==> config.mk <==
export PLATFORM = sky130hd
export DESIGN_NAME = lfs_monitor
export DESIGN_NICKNAME = d
export VERILOG_FILES = /design/src/rtl/lfs_pkg.sv /design/src/rtl/lfs_seq_detect.sv /design/src/rtl/lfs_col_timer.sv /design/src/rtl/lfs_fsm.sv /design/src/rtl/lfs_monitor.sv
export SDC_FILE = /design/constraint.sdc
export NUM_CORES = 1
export LEC_CHECK = 0
export ABC_CLOCK_PERIOD_IN_PS = 3250
export BUFFER_PORTS_ARGS = -buffer_cell sky130_fd_sc_hd__buf_2
export CAP_MARGIN = 40
export CORE_ASPECT_RATIO = 0.8
export CORE_UTILIZATION = 40
export CTS_BUF_LIST = sky130_fd_sc_hd__clkbuf_4
export DETAILED_ROUTE_END_ITERATION = 6
export GPL_TIMING_DRIVEN = 0
export PLACE_DENSITY = 0.63
export SETUP_SLACK_MARGIN = 0.15
export SYNTH_ARGS = -nofsm -noshare
export SYNTH_HDL_FRONTEND = slang
export SYNTH_SLANG_ARGS = --single-unit
==> constraint.sdc <==
create_clock -name clk -period 3.25 [get_ports clk]
set_input_delay 0.325 -clock clk [delete_from_list [all_inputs] [get_ports clk]]
set_output_delay 0.325 -clock clk [all_outputs]
set_load 0.005 [all_outputs]
==> src/rtl/lfs_pkg.sv <==
package lfs_pkg;

    typedef enum logic [1:0] {
        LF_OK     = 2'b00,
        LF_LOCAL  = 2'b01,
        LF_REMOTE = 2'b10
    } lf_kind_e;

    typedef enum logic [1:0] {
        S_INIT  = 2'b00,
        S_COUNT = 2'b01,
        S_FAULT = 2'b10
    } lf_state_e;

    localparam logic [7:0] SEQ_CHAR    = 8'h9C;
    localparam logic [7:0] LOCAL_CODE  = 8'h01;
    localparam logic [7:0] REMOTE_CODE = 8'h02;

endpackage

==> src/rtl/lfs_seq_detect.sv <==
module lfs_seq_detect
    import lfs_pkg::*;
#(
    parameter int LANES  = 4,
    parameter int LANE_W = 8
) (
    input  logic [LANES*LANE_W-1:0] col_data,
    input  logic [LANES-1:0]        col_ctrl,
    output logic                    seq_hit,
    output lf_kind_e                seq_kind
);
    localparam int LAST = LANES - 1;

    logic [LANES-1:0]  lane_ok;
    logic [LANE_W-1:0] code;

    assign code = col_data[LAST*LANE_W +: LANE_W];

    genvar g;
    generate
        for (g = 0; g < LANES; g++) begin : g_lane
            if (g == 0) begin : g_first
                assign lane_ok[g] = col_ctrl[g] &&
                                    (col_data[g*LANE_W +: LANE_W] == LANE_W'(SEQ_CHAR));
            end else if (g == LAST) begin : g_last
                assign lane_ok[g] = !col_ctrl[g] &&
                                    ((code == LANE_W'(LOCAL_CODE)) ||
                                     (code == LANE_W'(REMOTE_CODE)));
            end else begin : g_mid
                assign lane_ok[g] = !col_ctrl[g] &&
                                    (col_data[g*LANE_W +: LANE_W] == '0);
            end
        end
    endgenerate

    assign seq_hit  = &lane_ok;
    assign seq_kind = (code == LANE_W'(LOCAL_CODE)) ? LF_LOCAL : LF_REMOTE;

endmodule

==> src/rtl/lfs_col_timer.sv <==
module lfs_col_timer #(
    parameter int COL_LIMIT = 127,
    parameter int CNT_W     = $clog2(COL_LIMIT + 2)
) (
    input  logic             clk,
    input  logic             rst_n,
    input  logic             col_valid,
    input  logic             clr,
    output logic [CNT_W-1:0] cnt_o,
    output logic             expire_o
);
    localparam logic [CNT_W-1:0] CNT_MAX = '1;
    localparam logic [CNT_W-1:0] LIMIT   = CNT_W'(COL_LIMIT);

    typedef struct packed {
        logic [CNT_W-1:0] cnt;
    } timer_t;

    timer_t cur_q, nxt_d;

    always_comb begin
        nxt_d = cur_q;
        if (col_valid) begin
            if (clr)
                nxt_d.cnt = '0;
            else if (cur_q.cnt != CNT_MAX)
                nxt_d.cnt = cur_q.cnt + 1'b1;
        end
    end

    always_ff @(posedge clk) begin
        if (!rst_n) cur_q <= '0;
        else        cur_q <= nxt_d;
    end

    assign cnt_o    = cur_q.cnt;
    assign expire_o = col_valid && !clr && (cur_q.cnt >= LIMIT);

    // a cycle without a column leaves the counter alone
    a_r9_hold_without_column: assert property (@(posedge clk) disable iff (!rst_n)
        !col_valid |=> $stable(cur_q.cnt));

    // the counter steps by one per accepted column unless cleared
    a_r10_free_running_step: assert property (@(posedge clk) disable iff (!rst_n)
        (col_valid && !clr && cur_q.cnt != CNT_MAX) |=>
            (cur_q.cnt == CNT_W'($past(cur_q.cnt) + 1'b1)));

endmodule

==> src/rtl/lfs_fsm.sv <==
module lfs_fsm
    import lfs_pkg::*;
#(
    parameter int SEQ_LIMIT = 3,
    parameter int SC_W      = $clog2(SEQ_LIMIT + 2)
) (
    input  logic      clk,
    input  logic      rst_n,
    input  logic      col_valid,
    input  logic      seq_hit,
    input  lf_kind_e  seq_kind,
    input  logic      expire,
    output logic      clr_o,
    output lf_state_e state_o,
    output lf_kind_e  status_o
);
    localparam logic [SC_W-1:0] LIMIT = SC_W'(SEQ_LIMIT);

    typedef struct packed {
        lf_state_e       state;
        lf_kind_e        kind;
        logic [SC_W-1:0] seq_cnt;
        lf_kind_e        status;
    } fsm_t;

    fsm_t cur_q, nxt_d;

    always_comb begin
        nxt_d = cur_q;
        if (col_valid) begin
            case (cur_q.state)
                S_INIT: begin
                    if (seq_hit) begin
                        nxt_d.state   = S_COUNT;
                        nxt_d.kind    = seq_kind;
                        nxt_d.seq_cnt = SC_W'(1);
                    end
                end
                S_COUNT: begin
                    if (seq_hit) begin
                        if (seq_kind != cur_q.kind) begin
                            nxt_d.kind    = seq_kind;
                            nxt_d.seq_cnt = SC_W'(1);
                        end else if (cur_q.seq_cnt >= LIMIT) begin
                            nxt_d.state  = S_FAULT;
                            nxt_d.status = cur_q.kind;
                        end else begin
                            nxt_d.seq_cnt = cur_q.seq_cnt + 1'b1;
                        end
                    end else if (expire) begin
                        nxt_d.state   = S_INIT;
                        nxt_d.seq_cnt = '0;
                    end
                end
                S_FAULT: begin
                    if (seq_hit) begin
                        if (seq_kind != cur_q.kind) begin
                            nxt_d.state   = S_COUNT;
                            nxt_d.kind    = seq_kind;
                            nxt_d.seq_cnt = SC_W'(1);
                            nxt_d.status  = LF_OK;
                        end
                    end else if (expire) begin
                        nxt_d.state   = S_INIT;
                        nxt_d.seq_cnt = '0;
                        nxt_d.status  = LF_OK;
                    end
                end
                default: begin
                    nxt_d.state  = S_INIT;
                    nxt_d.status = LF_OK;
                end
            endcase
        end
    end

    always_ff @(posedge clk) begin
        if (!rst_n) begin
            cur_q.state   <= S_INIT;
            cur_q.kind    <= LF_LOCAL;
            cur_q.seq_cnt <= '0;
            cur_q.status  <= LF_OK;
        end else begin
            cur_q <= nxt_d;
        end
    end

    assign clr_o    = col_valid && seq_hit;
    assign state_o  = cur_q.state;
    assign status_o = cur_q.status;

    // the encoding 11 never appears
    a_r3_legal_status: assert property (@(posedge clk) disable iff (!rst_n)
        cur_q.status != 2'b11);

    // status moves only when the fault state is entered or left
    a_r3_status_at_fault_edge: assert property (@(posedge clk) disable iff (!rst_n)
        (cur_q.status != $past(cur_q.status)) |->
            ((cur_q.state == S_FAULT) != ($past(cur_q.state) == S_FAULT)));

    // status is frozen across a cycle with no column
    a_r9_status_frozen: assert property (@(posedge clk) disable iff (!rst_n)
        !$past(col_valid) |-> $stable(cur_q.status));

endmodule

==> src/rtl/lfs_monitor.sv <==
module lfs_monitor
    import lfs_pkg::*;
#(
    parameter int LANES     = 4,
    parameter int LANE_W    = 8,
    parameter int COL_LIMIT = 127,
    parameter int SEQ_LIMIT = 3
) (
    input  logic                    clk,
    input  logic                    rst_n,
    input  logic                    col_valid,
    input  logic [LANES*LANE_W-1:0] col_data,
    input  logic [LANES-1:0]        col_ctrl,
    output logic [1:0]              fault_status
);
    localparam int CNT_W = $clog2(COL_LIMIT + 2);

    logic             seq_hit;
    lf_kind_e         seq_kind;
    logic             clr;
    logic             expire;
    logic [CNT_W-1:0] col_cnt;
    lf_state_e        state;
    lf_kind_e         status;

    lfs_seq_detect #(.LANES(LANES), .LANE_W(LANE_W)) u_detect (
        .col_data (col_data),
        .col_ctrl (col_ctrl),
        .seq_hit  (seq_hit),
        .seq_kind (seq_kind)
    );

    lfs_col_timer #(.COL_LIMIT(COL_LIMIT), .CNT_W(CNT_W)) u_timer (
        .clk       (clk),
        .rst_n     (rst_n),
        .col_valid (col_valid),
        .clr       (clr),
        .cnt_o     (col_cnt),
        .expire_o  (expire)
    );

    lfs_fsm #(.SEQ_LIMIT(SEQ_LIMIT)) u_fsm (
        .clk       (clk),
        .rst_n     (rst_n),
        .col_valid (col_valid),
        .seq_hit   (seq_hit),
        .seq_kind  (seq_kind),
        .expire    (expire),
        .clr_o     (clr),
        .state_o   (state),
        .status_o  (status)
    );

    assign fault_status = status;

    // the counter is zero on every entry into counting or fault
    a_r10_clear_on_entry: assert property (@(posedge clk) disable iff (!rst_n)
        ((state != $past(state)) && (state != S_INIT)) |-> (col_cnt == '0));

    // the counter never passes the limit outside the idle state
    a_r10_bounded_while_active: assert property (@(posedge clk) disable iff (!rst_n)
        (state != S_INIT) |-> (col_cnt <= CNT_W'(COL_LIMIT)));

endmodule

# After elaboration in Yosys (flattened, before gate mapping)
# Index checks and enable logic that the tools add are counted.
[classes]
order_cmp = 2
mux = 25
n_reduce_logical = 23
eq_ne = 20
bitwise_logic = 1
add_sub_neg = 2
[op_table]
columns = ["cell", "count"]
rows = [
  ["2-bit 2-to-1 mux", 12],
  ["7-bit AND reduction", 3],
  ["8-bit logical NOT", 2],
  ["8-bit 2-to-1 mux", 2],
  ["5-bit case mux with 3 select lines", 1],
  ["3-bit 2-to-1 mux", 4],
  ["2-bit by 1-bit inequality test with 1-bit output (second input constant)", 6],
  ["2-bit case mux with 3 select lines", 2],
  ["5-bit 2-to-1 mux", 2],
  ["9-bit 2-to-1 mux", 1],
  ["3-bit inequality test (second input constant)", 3],
  ["8-bit by 1-bit adder with 8-bit output (second input constant)", 1],
  ["8-bit by 1-bit == test with 1-bit output (second input constant)", 1],
  ["8-bit by 2-bit == test with 1-bit output (second input constant)", 1],
  ["8-bit == test (second input constant)", 1],
  ["8-bit by 7-bit greater-or-equal comparator with 1-bit output (second input constant)", 1],
  ["8-bit inequality test (second input constant)", 1],
  ["1-bit logical AND", 7],
  ["7-bit 2-to-1 mux", 1],
  ["3-bit by 2-bit inequality test with 1-bit output (second input constant)", 2],
  ["5-bit AND reduction", 1],
  ["1-bit logical NOT", 4],
  ["4-bit inequality test (second input constant)", 1],
  ["4-bit AND reduction", 1],
  ["12 further kinds", 12],
]
[word_totals]
output_inout_bits = 2
ff_bits = 17

# Depth between registers and ports, before layout
# Gate-level depths: netlist of the first run.
[logic_depth]
depth_word = 11
ltp_mapped = 8
ltp_nobuf = 8

# Modules after synthesis
# A second synthesis of the first run with hierarchy kept.
[hier_totals]
cells_unflattened = 153
hier_area_um2 = 1296.2
[modules_own_cells]
columns = ["module", "area_per_inst_um2", "n_inst", "cells_each"]
rows = [
  ["lfs_fsm", 723.2, 1, 86],
  ["lfs_col_timer", 446.7, 1, 50],
  ["lfs_seq_detect", 126.4, 1, 17],
]

# Least setup slack after synthesis of the first run
# OpenSTA, ideal clock, no wires.
[synth_path]
path_type = "input -> register"
from = "input col_data[27]"
to = "register, netlist name u_fsm.state_o[1]"
setup_time_ps = 70
t_arrival_ps = 2540
cell_stages = 6
setup_slack_ps = 640
cell_sequence = "or4_4 -> or3_4 -> nor3_2 -> mux2_2 -> or4b_1 -> a21boi_1"
[synth_via]
elab_chain_cells = 11
elab_cells_between_ends = 20
classes_between = "7 x eq/ne; 5 x mux; 8 x reduce/logical"
[synth_lines]
columns = ["item", "line", "source"]
rows = [
  ["from (decl)", "lfs_monitor.sv:12", "input logic [LANES*LANE_W-1:0] col_data,"],
  ["8-bit by 1-bit == test with 1-bit output / 8-bit by 2-bit == test with 1-bit output (equally long branches)", "lfs_seq_detect.sv:27, lfs_seq_detect.sv:37, lfs_seq_detect.sv:28", ""],
  ["1-bit logical OR", "lfs_seq_detect.sv:27", "((code == LANE_W'(LOCAL_CODE)) ||"],
  ["1-bit logical AND", "lfs_seq_detect.sv:26", "assign lane_ok[g] = !col_ctrl[g] &&"],
  ["4-bit AND reduction", "lfs_seq_detect.sv:36", "assign seq_hit = &lane_ok;"],
  ["1-bit logical AND", "lfs_fsm.sv:88", "assign clr_o = col_valid && seq_hit;"],
  ["1-bit logical NOT", "lfs_col_timer.sv:37", "assign expire_o = col_valid && !clr && (cur_q.cnt >= LIMIT);"],
  ["1-bit logical AND (2 in series)", "lfs_col_timer.sv:37", ""],
  ["2-bit 2-to-1 mux", "--", ""],
  ["2-bit 2-to-1 mux (on tied branches)", "lfs_fsm.sv:56, lfs_fsm.sv:40", ""],
  ["2-bit case mux with 3 select lines", "lfs_fsm.sv:31", "case (cur_q.state)"],
]
# Parallel ways exist; a longest one is shown, timed or not.
# A chain may end at the register's enable or synchronous reset.

# Final worst setup path of the first run
[layout_path]
from = "input col_data[27]"
to = "register, netlist name u_fsm.state_o[1]"
[layout_via]
elab_chain_cells = 11
elab_cells_between_ends = 20
classes_between = "7 x eq/ne; 5 x mux; 8 x reduce/logical"
[layout_lines]
columns = ["item", "line"]
rows = [
  ["8-bit by 1-bit == test with 1-bit output / 8-bit by 2-bit == test with 1-bit output (equally long branches)", "lfs_seq_detect.sv:27, lfs_seq_detect.sv:37, lfs_seq_detect.sv:28"],
  ["1-bit logical OR", "lfs_seq_detect.sv:27"],
  ["1-bit logical AND", "lfs_seq_detect.sv:26"],
  ["4-bit AND reduction", "lfs_seq_detect.sv:36"],
  ["1-bit logical AND", "lfs_fsm.sv:88"],
  ["1-bit logical NOT", "lfs_col_timer.sv:37"],
  ["1-bit logical AND (2 in series)", "lfs_col_timer.sv:37"],
  ["2-bit 2-to-1 mux", "--"],
  ["2-bit 2-to-1 mux (on tied branches)", "lfs_fsm.sv:56, lfs_fsm.sv:40"],
  ["2-bit case mux with 3 select lines", "lfs_fsm.sv:31"],
]
# Parallel ways exist; a longest one is shown, timed or not.

==> impl_metrics.toml, run 1 <==
[status]
outcome = "finished, final reports clean"

[timing]
skew_ps = 0.453
holdWs_ps = 350
setup_viol = 0
min_period_ps = 2590
worst_slew_pin_slew_ps = 711
fmax_mhz = 386
hold_viol = 0
final_max_slew_viol_count = 0
setup_slack_ps = 660
rsz0062_at_grt = "no"
fin_crit_sh = 0.797
max-slew-margin-rel = 0.524
final.setup.tns_ps = 0

[placement]
dpl.hpwl_mm = 2.21
dp_slack_ps = 360
port_buffers = 40
place_congestion = 0.823

[critical_path]
arrival_ps = 2820
path_cells = "buf_2 -> or4_4 -> or3_4 -> nor3_2 -> mux2_2 -> or4b_1 -> a21boi_1"
r2r_end = "u_fsm.state_o[1]"
crit_fanout = 6
crit_type = "in2reg"
regToRegSetupSlack_ps = 1030
path_buf_inv = 1
cpMaxStageDelayCell = "or4_4"
cp_slowest_stage_delay_ps = 530
required_ps = 3480
r2r_cells = 8
start_kind = "primary input"
reg2reg_from = "u_fsm.cur_q[2]"
cp_top_family = "simple AND/OR/NAND/NOR gates"
end_kind = "flop"

[drt]
first_pass_iters = 4
drtAntennaViolNets = 0
wire_per_inst_um = 12.4
wirelength_mm = 2.77
via_per_inst = 5.50
drc = 0
via_count = 1233
dr.first_iter.drc_count = 46

[min_path]
min_path_cells = 3
hold_path.class = "in2reg"
hold_start = "rst_n"
whs_endpoint = "u_fsm.cur_q[6]"

[clock_network]
ctsHoldBuffers = 0
insertion_delay_ps = 290
cts_tree = "built"
cts_buffers = 3
cts_buffer_depth = 2
ctsRootBufferMaster = "clkbuf_4"
cts-resized-gates = 0
htree_levels = 1
post_cts_buffers = 0
clock-sinks = 17
cts.reportedPaths.clkPinSlew_ps = 100

[floorplan]
die_h_um = 51.0
fp.dieW_um = 63.3
rows = 17
num_io_pins = 41
coreArea_um2 = 2810
die_area_um2 = 3230
initial_core_util = 0.428

[yosys]
yosysWarningCount = 0
syn_area_per_cell_um2 = 8.47
synth-edff-count = 0
yosys-top-cells-area = "dfxtp_1 28%, ha_1 7.3%, mux2i_1 6.7%, xor2_1 4.4%, nor2_1 3.7%"
yosys.cell_types.count = 46
yosysTopAreaCellShare = 0.283
syn-num-nets = 188
ys_ff_latch = 17
synth_top_cell_by_area = "dfxtp_1"
syn_inst = 142
async_flop_share = 0
synth_flop_cell = "dfxtp_1"
netlist_area_um2 = 1200
synth_seq_area_share = 0.283

[grt]
grt_pass1_wl_mm = 4.66
grt_start_max_net_pins = 11
antenna_found_initial = 0
grt-ovfl-total = 0
grt_pass1_vias = 1097
grt_util_all_layers = 0.181

[power]
switchingPower_mw = 0.0885
pwr-share-seq = 0.560
p_comb_frac = 0.119
power_frac_clock = 0.321
p_leak_nw = 0.634
ir_drop_v = 0.000201
switching_share = 0.232
finalPower_mw = 0.380
p_per_area_nw_per_um2 = 257
p_int_mw = 0.292

[layout]
num_antenna_cells = 0
drive_above_1_share = 0.290
fillers = 277
area_delta_synth_final_pct = 23.1
nets = 233
final_core_util = 0.527

[job]
drv_cap = 0
[routing by layer]
| layer | part of all wire | global-route usage | wire length (um) |
|---|---|---|---|
| met1 | 0.49 | 0.246 | 1350 |
| met2 | 0.40 | 0.290 | 1110 |
| met3 | 0.099 | 0.0335 | 273 |
| met4 | 0.011 | 0.0568 | 30 |
| met5 | 0 | 0 | 0 |
[power groups by stage]
stage / logic, mW / clock network, mW / registers, mW
global route: 0.0508 / 0.136 / 0.214
detailed placement: 0.0451 / 0 / 0.218
CTS: 0.0454 / 0.125 / 0.213
global placement: 0.0442 / 0 / 0.218
finish: 0.0453 / 0.122 / 0.213
floorplan: 0.0172 / 0 / 0.217
[worst min-delay path, cell delays in order]
cell and delay [ps]:
buf_2 120, o21ai_0 100, a21oi_1 50
[layout by cell type (no fill, tap or decap), types with 2 or more instances in the layout]
cell	synthesis	final
mux2i_1	8	8
and3_1	4	4
clkbuf_4	0	4
nor3_1	2	2
clkbuf_1	2	2
nand3_1	3	3
nor4_1	7	7
mux2_2	2	2
buf_2	0	40
a211oi_1	3	3
nand2_1	11	11
inv_1	10	10
nor2_1	12	12
o21ai_0	5	5
nand4_1	4	4
nor4b_1	2	2
xor2_1	6	6
a21oi_1	3	3
o31ai_1	2	2
buf_4	2	2
ha_1	7	7
nand4b_1	2	2
nand2b_1	2	2
a21boi_1	2	2
o2111ai_1	2	2
dfxtp_1	17	17
[worst max path at each step]
stage	start	cells after the start	slack, ps	to
after floorplan	col_data[27]	6	640	u_fsm.state_o[1]
after global placement	col_data[27]	7	350	u_fsm.state_o[1]
after detailed placement	col_data[27]	7	360	u_fsm.state_o[1]
after CTS	col_data[27]	7	650	u_fsm.state_o[1]
after global routing	col_data[27]	7	540	u_fsm.state_o[1]
final	col_data[27]	7	660	u_fsm.state_o[1]
[flip-flops by register name (all words and copies together) (netlist names)]
register and count:
u_fsm.status_o 2, u_fsm.state_o 2, u_fsm.cur_q 5, u_timer.cnt_o 8
[kinds of logic (layout without fill, tap and decap cells)]
logic type      count (synthesis)  in the layout  synth area share
simple gates                   59             59             0.288
compound gates                 27             27             0.160
flops                          17             17             0.283
buf+inv                        15             59            0.0593
mux                            10             10            0.0853
fa+ha+maj                       7              7            0.0728
xor+xnor                        7              7            0.0510
[through the flow]
stage | std cells | area [um^2]
after floorplan | 142 | 1200
after global placement | 220 | 1450
after detailed placement | 220 | 1450
after CTS | 224 | 1480
after global routing | 224 | 1480
final | 224 | 1480
[area by class of cell]
cell class | instances | area [um^2] | area share
Buffer | 5 | 33.8 | 0.0228
Clock buffer | 4 | 30.0 | 0.0203
Inverter | 10 | 37.5 | 0.0254
Multi-Input combinational cell | 110 | 791 | 0.534
Sequential cell | 17 | 340 | 0.230
Tap cell | 38 | 47.5 | 0.0321
Timing Repair Buffer | 40 | 200 | 0.135
[cell usage after synthesis, types with 2 or more instances]
cell,instances
nor3_1,2
ha_1,7
dfxtp_1,17
nor4_1,7
buf_4,2
nand4b_1,2
clkbuf_1,2
inv_1,10
nor2_1,12
a211oi_1,3
a21oi_1,3
nand2b_1,2
o31ai_1,2
xor2_1,6
mux2i_1,8
and3_1,4
nand3_1,3
nor4b_1,2
o21ai_0,5
mux2_2,2
o2111ai_1,2
a21boi_1,2
nand4_1,4
nand2_1,11
No activity file was read; power rests on OpenSTA's default activity.
==> inputs of run 2 (changes only) <==
- ABC_CLOCK_PERIOD_IN_PS: 3250 -> 2600
- clock period: 3.25 -> 2.6 ns (I/O delays scaled with it)
==> impl_metrics.toml, run 2 (same netlist as run 1, synthesis figures left out) <==
[status]
outcome = "finished, final reports clean"

[clock_network]
clock-sinks = 17
insertion_delay_ps = 290
cts_buffers = 3
htree_levels = 1
post_cts_buffers = 0
ctsRootBufferMaster = "clkbuf_4"
cts_buffer_depth = 2
cts.reportedPaths.clkPinSlew_ps = 100
cts_tree = "built"

[grt]
grt_util_all_layers = 0.188
grt-ovfl-total = 0
grt_pass1_vias = 1108
grt_start_max_net_pins = 11
grt_pass1_wl_mm = 4.64
antenna_found_initial = 0

[floorplan]
fp.dieW_um = 63.3
initial_core_util = 0.428
num_io_pins = 41
rows = 17
coreArea_um2 = 2810
die_h_um = 51.0
die_area_um2 = 3230

[drt]
drc = 0
wire_per_inst_um = 12.6
via_count = 1228
first_pass_iters = 4
wirelength_mm = 2.82
via_per_inst = 5.48
dr.first_iter.drc_count = 16
drtAntennaViolNets = 0

[critical_path]
start_kind = "primary input"
arrival_ps = 2620
end_kind = "flop"
crit_fanout = 9
required_ps = 2820
crit_type = "in2reg"

[layout]
fillers = 284
final_common_cell = "buf_2"
drive_above_1_share = 0.296
largest_reg_flops = 8
area_delta_synth_final_pct = 24.0
stdcell_count = 224
num_antenna_cells = 0
regArea_um2 = 340
multi_input_area_um2 = 802
nets = 233
final_cell_mix = "40 x buf_2, 17 x dfxtp_1, 12 x nor2_1, 11 x nand2_1, 10 x inv_1"

[timing]
fin_crit_sh = 0.922
rsz0062_at_grt = "no"
max-slew-margin-rel = 0.545
worst_slew_pin_slew_ps = 679
hold_viol = 0
skew_ps = 0.510
min_period_ps = 2400
setup_slack_ps = 202
setup_viol = 0
final_max_slew_viol_count = 0
fmax_mhz = 417

[placement]
dp_cells = 220
place_congestion = 0.848
dpl.hpwl_mm = 2.29
dp_slack_ps = -88.8
port_buffers = 40

[min_path]
hold_path.class = "in2reg"

[job]
drv_cap = 0

[power]
p_leak_nw = 0.652
ir_drop_v = 0.000202
finalPower_mw = 0.475
p_per_area_nw_per_um2 = 319
-- run 2: cell counts in the layout (fill, tap and decap cells not counted) --
No cell type changed its count.
-- run 2: per-layer routing --
layer  global-route usage  routed length (um)  up-vias
met1                0.222                1360      557
li1                     -                   -      620
met4                0.117                  75        0
met2                0.314                1190       43
met3               0.0402                 197        8
met5                    0                   0        -
-- run 2: final timing paths --
kind / cells past startpoint / endpoint / slack (ps) / startpoint
hold reg to reg: 2 / u_fsm.status_o[1] / 470 / u_fsm.status_o[1]
setup reg to reg: 8 / u_fsm.state_o[1] / 290 / u_fsm.cur_q[2]
hold / removal: 3 / u_fsm.cur_q[6] / 300 / rst_n
setup / recovery: 8 / u_fsm.status_o[1] / 200 / col_data[27]
-- run 2: metrics by stage --
step                       util  hold WS (ps)  cell area [um^2]  setup TNS, ps
after detailed placement  0.519           468              1460           -348
after global routing      0.531           330              1490              0
after floorplan               -           434              1210              0
after global placement    0.519           454              1460           -171
final                     0.531           296              1490              0
after CTS                 0.529           282              1490              0
-- run 2: worst max-delay path, stage by stage --
cell and delay (ps):
buf_2 100, or4_4 530, or3_4 370, or3_1 390, buf_6 150, o31ai_2 340
nand4b_1 250, mux2i_1 210
-- run 2: what timing repair did --
| action | in CTS | in global routing |
|---|---|---|
| endpoints found under the hold margin | 0 | 0 |
| endpoints found under the setup margin | 0 | 3 |
| resized for setup | 0 | 1 |
| hold buffers | 0 | 0 |
-- run 2: layout make-up --
class                   instances  share of cell area
clock buffers                   4              0.0201
multi-input cells             110               0.538
flip-flops and latches         17               0.228
repair buffers                 40               0.134
inverters                      10              0.0252
well taps                      38              0.0319
plain buffers                   5              0.0227
-- run 2: power breakdown --
group / total (mW) / switching, mW / internal [mW] / leakage [nW]
sequential: 0.266 / 0.00246 / 0.264 / 0.137
clock: 0.152 / 0.0824 / 0.0701 / 0.0184
combinational: 0.0568 / 0.0254 / 0.0314 / 0.496
total: 0.475 / 0.110 / 0.365 / 0.652
==> inputs of run 3 (changes only) <==
- ABC_CLOCK_PERIOD_IN_PS: 2600 -> 2020
- PLACE_DENSITY: 0.63 -> 0.66
- clock period: 2.6 -> 2.02 ns (I/O delays scaled with it)
==> impl_metrics.toml, run 3 (same netlist as run 1, synthesis figures left out) <==
[critical_path]
crit_type = "in2reg"
start_kind = "primary input"
arrival_ps = 2380
end_kind = "flop"
required_ps = 2260
crit_fanout = 7

[drt]
wl_met3_um = 229
wl_met2_mm = 1.42
maxUsedRoutingLayer = "met4"
drc = 0
met1Wirelength_mm = 1.42
via_count = 1285
via_per_inst = 5.49
wirelength_mm = 3.13
wire_per_inst_um = 13.4
dr.first_iter.drc_count = 33
first_pass_iters = 4
drtAntennaViolNets = 0

[grt]
grt_start_max_net_pins = 11
grt_pass1_wl_mm = 5.07
grt-ovfl-total = 0
antenna_found_initial = 0
grt_util_all_layers = 0.204
grt_pass1_vias = 1204

[timing]
skew_ps = 5.96
fin_crit_sh = 1.06
rsz0062_at_grt = "yes"
max-slew-margin-rel = 0.653
worst_slew_pin_slew_ps = 513
min_period_ps = 2150
fmax_mhz = 466
setup_slack_ps = -127
final_max_slew_viol_count = 0
hold_viol = 0
setup_viol = 7

[clock_network]
ctsHoldBuffers = 0
cts.reportedPaths.clkPinSlew_ps = 100
cts_buffers = 3
cts_buffer_depth = 2
cts_tree = "built"
clock-sinks = 17
ctsRootBufferMaster = "clkbuf_4"
htree_levels = 1
insertion_delay_ps = 300

[floorplan]
rows = 17
num_io_pins = 41
fp.dieW_um = 63.3
die_h_um = 51.0
coreArea_um2 = 2810
initial_core_util = 0.428
die_area_um2 = 3230

[layout]
largest_reg_flops = 8
area_delta_synth_final_pct = 40.0
design_area_um2 = 1680
final_cell_mix = "39 x buf_2, 14 x dfxtp_1, 12 x buf_4, 11 x nand2_1"
stdcell_count = 234
final_common_cell = "buf_2"
final_core_util = 0.599
num_antenna_cells = 0
drive_above_1_share = 0.408
nets = 243

[power]
p_leak_nw = 0.713
ir_drop_v = 0.000266
finalPower_mw = 0.626
p_per_area_nw_per_um2 = 372

[placement]
dpl.hpwl_mm = 2.25
place_area_um2 = 1490
place_congestion = 0.901
dp_cells = 220
port_buffers = 40

[min_path]
hold_path.class = "in2reg"

[status]
outcome = "complete, but fails checks"
violations = "setup timing"

[job]
drv_cap = 0
[run 3: layout make-up]
class	instances	area, um^2
fillers	261	1120
inverters	10	37.5
clock buffers	4	30.0
well taps	38	47.5
repair buffers	50	282
multi-input cells	110	903
flip-flops and latches	17	349
plain buffers	5	33.8
[run 3: routing by layer]
| layer | track usage | vias to the layer above |
|---|---|---|
| li1 | - | 641 |
| met1 | 0.243 | 585 |
| met2 | 0.353 | 53 |
| met3 | 0.0335 | 6 |
| met4 | 0.114 | 0 |
| met5 | 0 | - |
[run 3: critical path, stage by stage]
cell and delay [ps]:
buf_6 90, or4_4 520, or3_4 370, or3_4 340, buf_6 150, a21oi_2 130
or4b_1 450, a21boi_1 130
[run 3: stage by stage]
stage	setup slack, ps	TNS [ps]	hold slack, ps
3_3_place_gp	-539	-4670	453
6_report	-127	-473	247
2_1_floorplan	-305	-1610	365
3_5_place_dp	-578	-4990	459
5_1_grt	-192	-680	243
4_1_cts	-167	-730	235
[run 3: what timing repair did]
| action | CTS | global route |
|---|---|---|
| buffers inserted | 7 | 3 |
| setup endpoints to repair | 15 | 16 |
| cloned | 0 | 0 |
| pin swaps | 11 | 9 |
| gates resized for setup | 4 | 15 |
[run 3: power breakdown]
group / leakage, nW / internal, mW / switching (mW)
clock: 0.0184 / 0.0905 / 0.111
combinational: 0.555 / 0.0475 / 0.0373
sequential: 0.139 / 0.337 / 0.00324
[run 3: path summary, 6_finish.rpt]
check                                       start           endpoint  slack (ps)  cells past startpoint
worst max-delay path                 col_data[30]   u_fsm.state_o[1]        -130                      8
worst max register to register     u_fsm.cur_q[2]   u_fsm.state_o[1]         -70                      8
worst min register to register  u_fsm.status_o[1]  u_fsm.status_o[1]         480                      2
worst min-delay path                        rst_n   u_timer.cnt_o[2]         250                      3
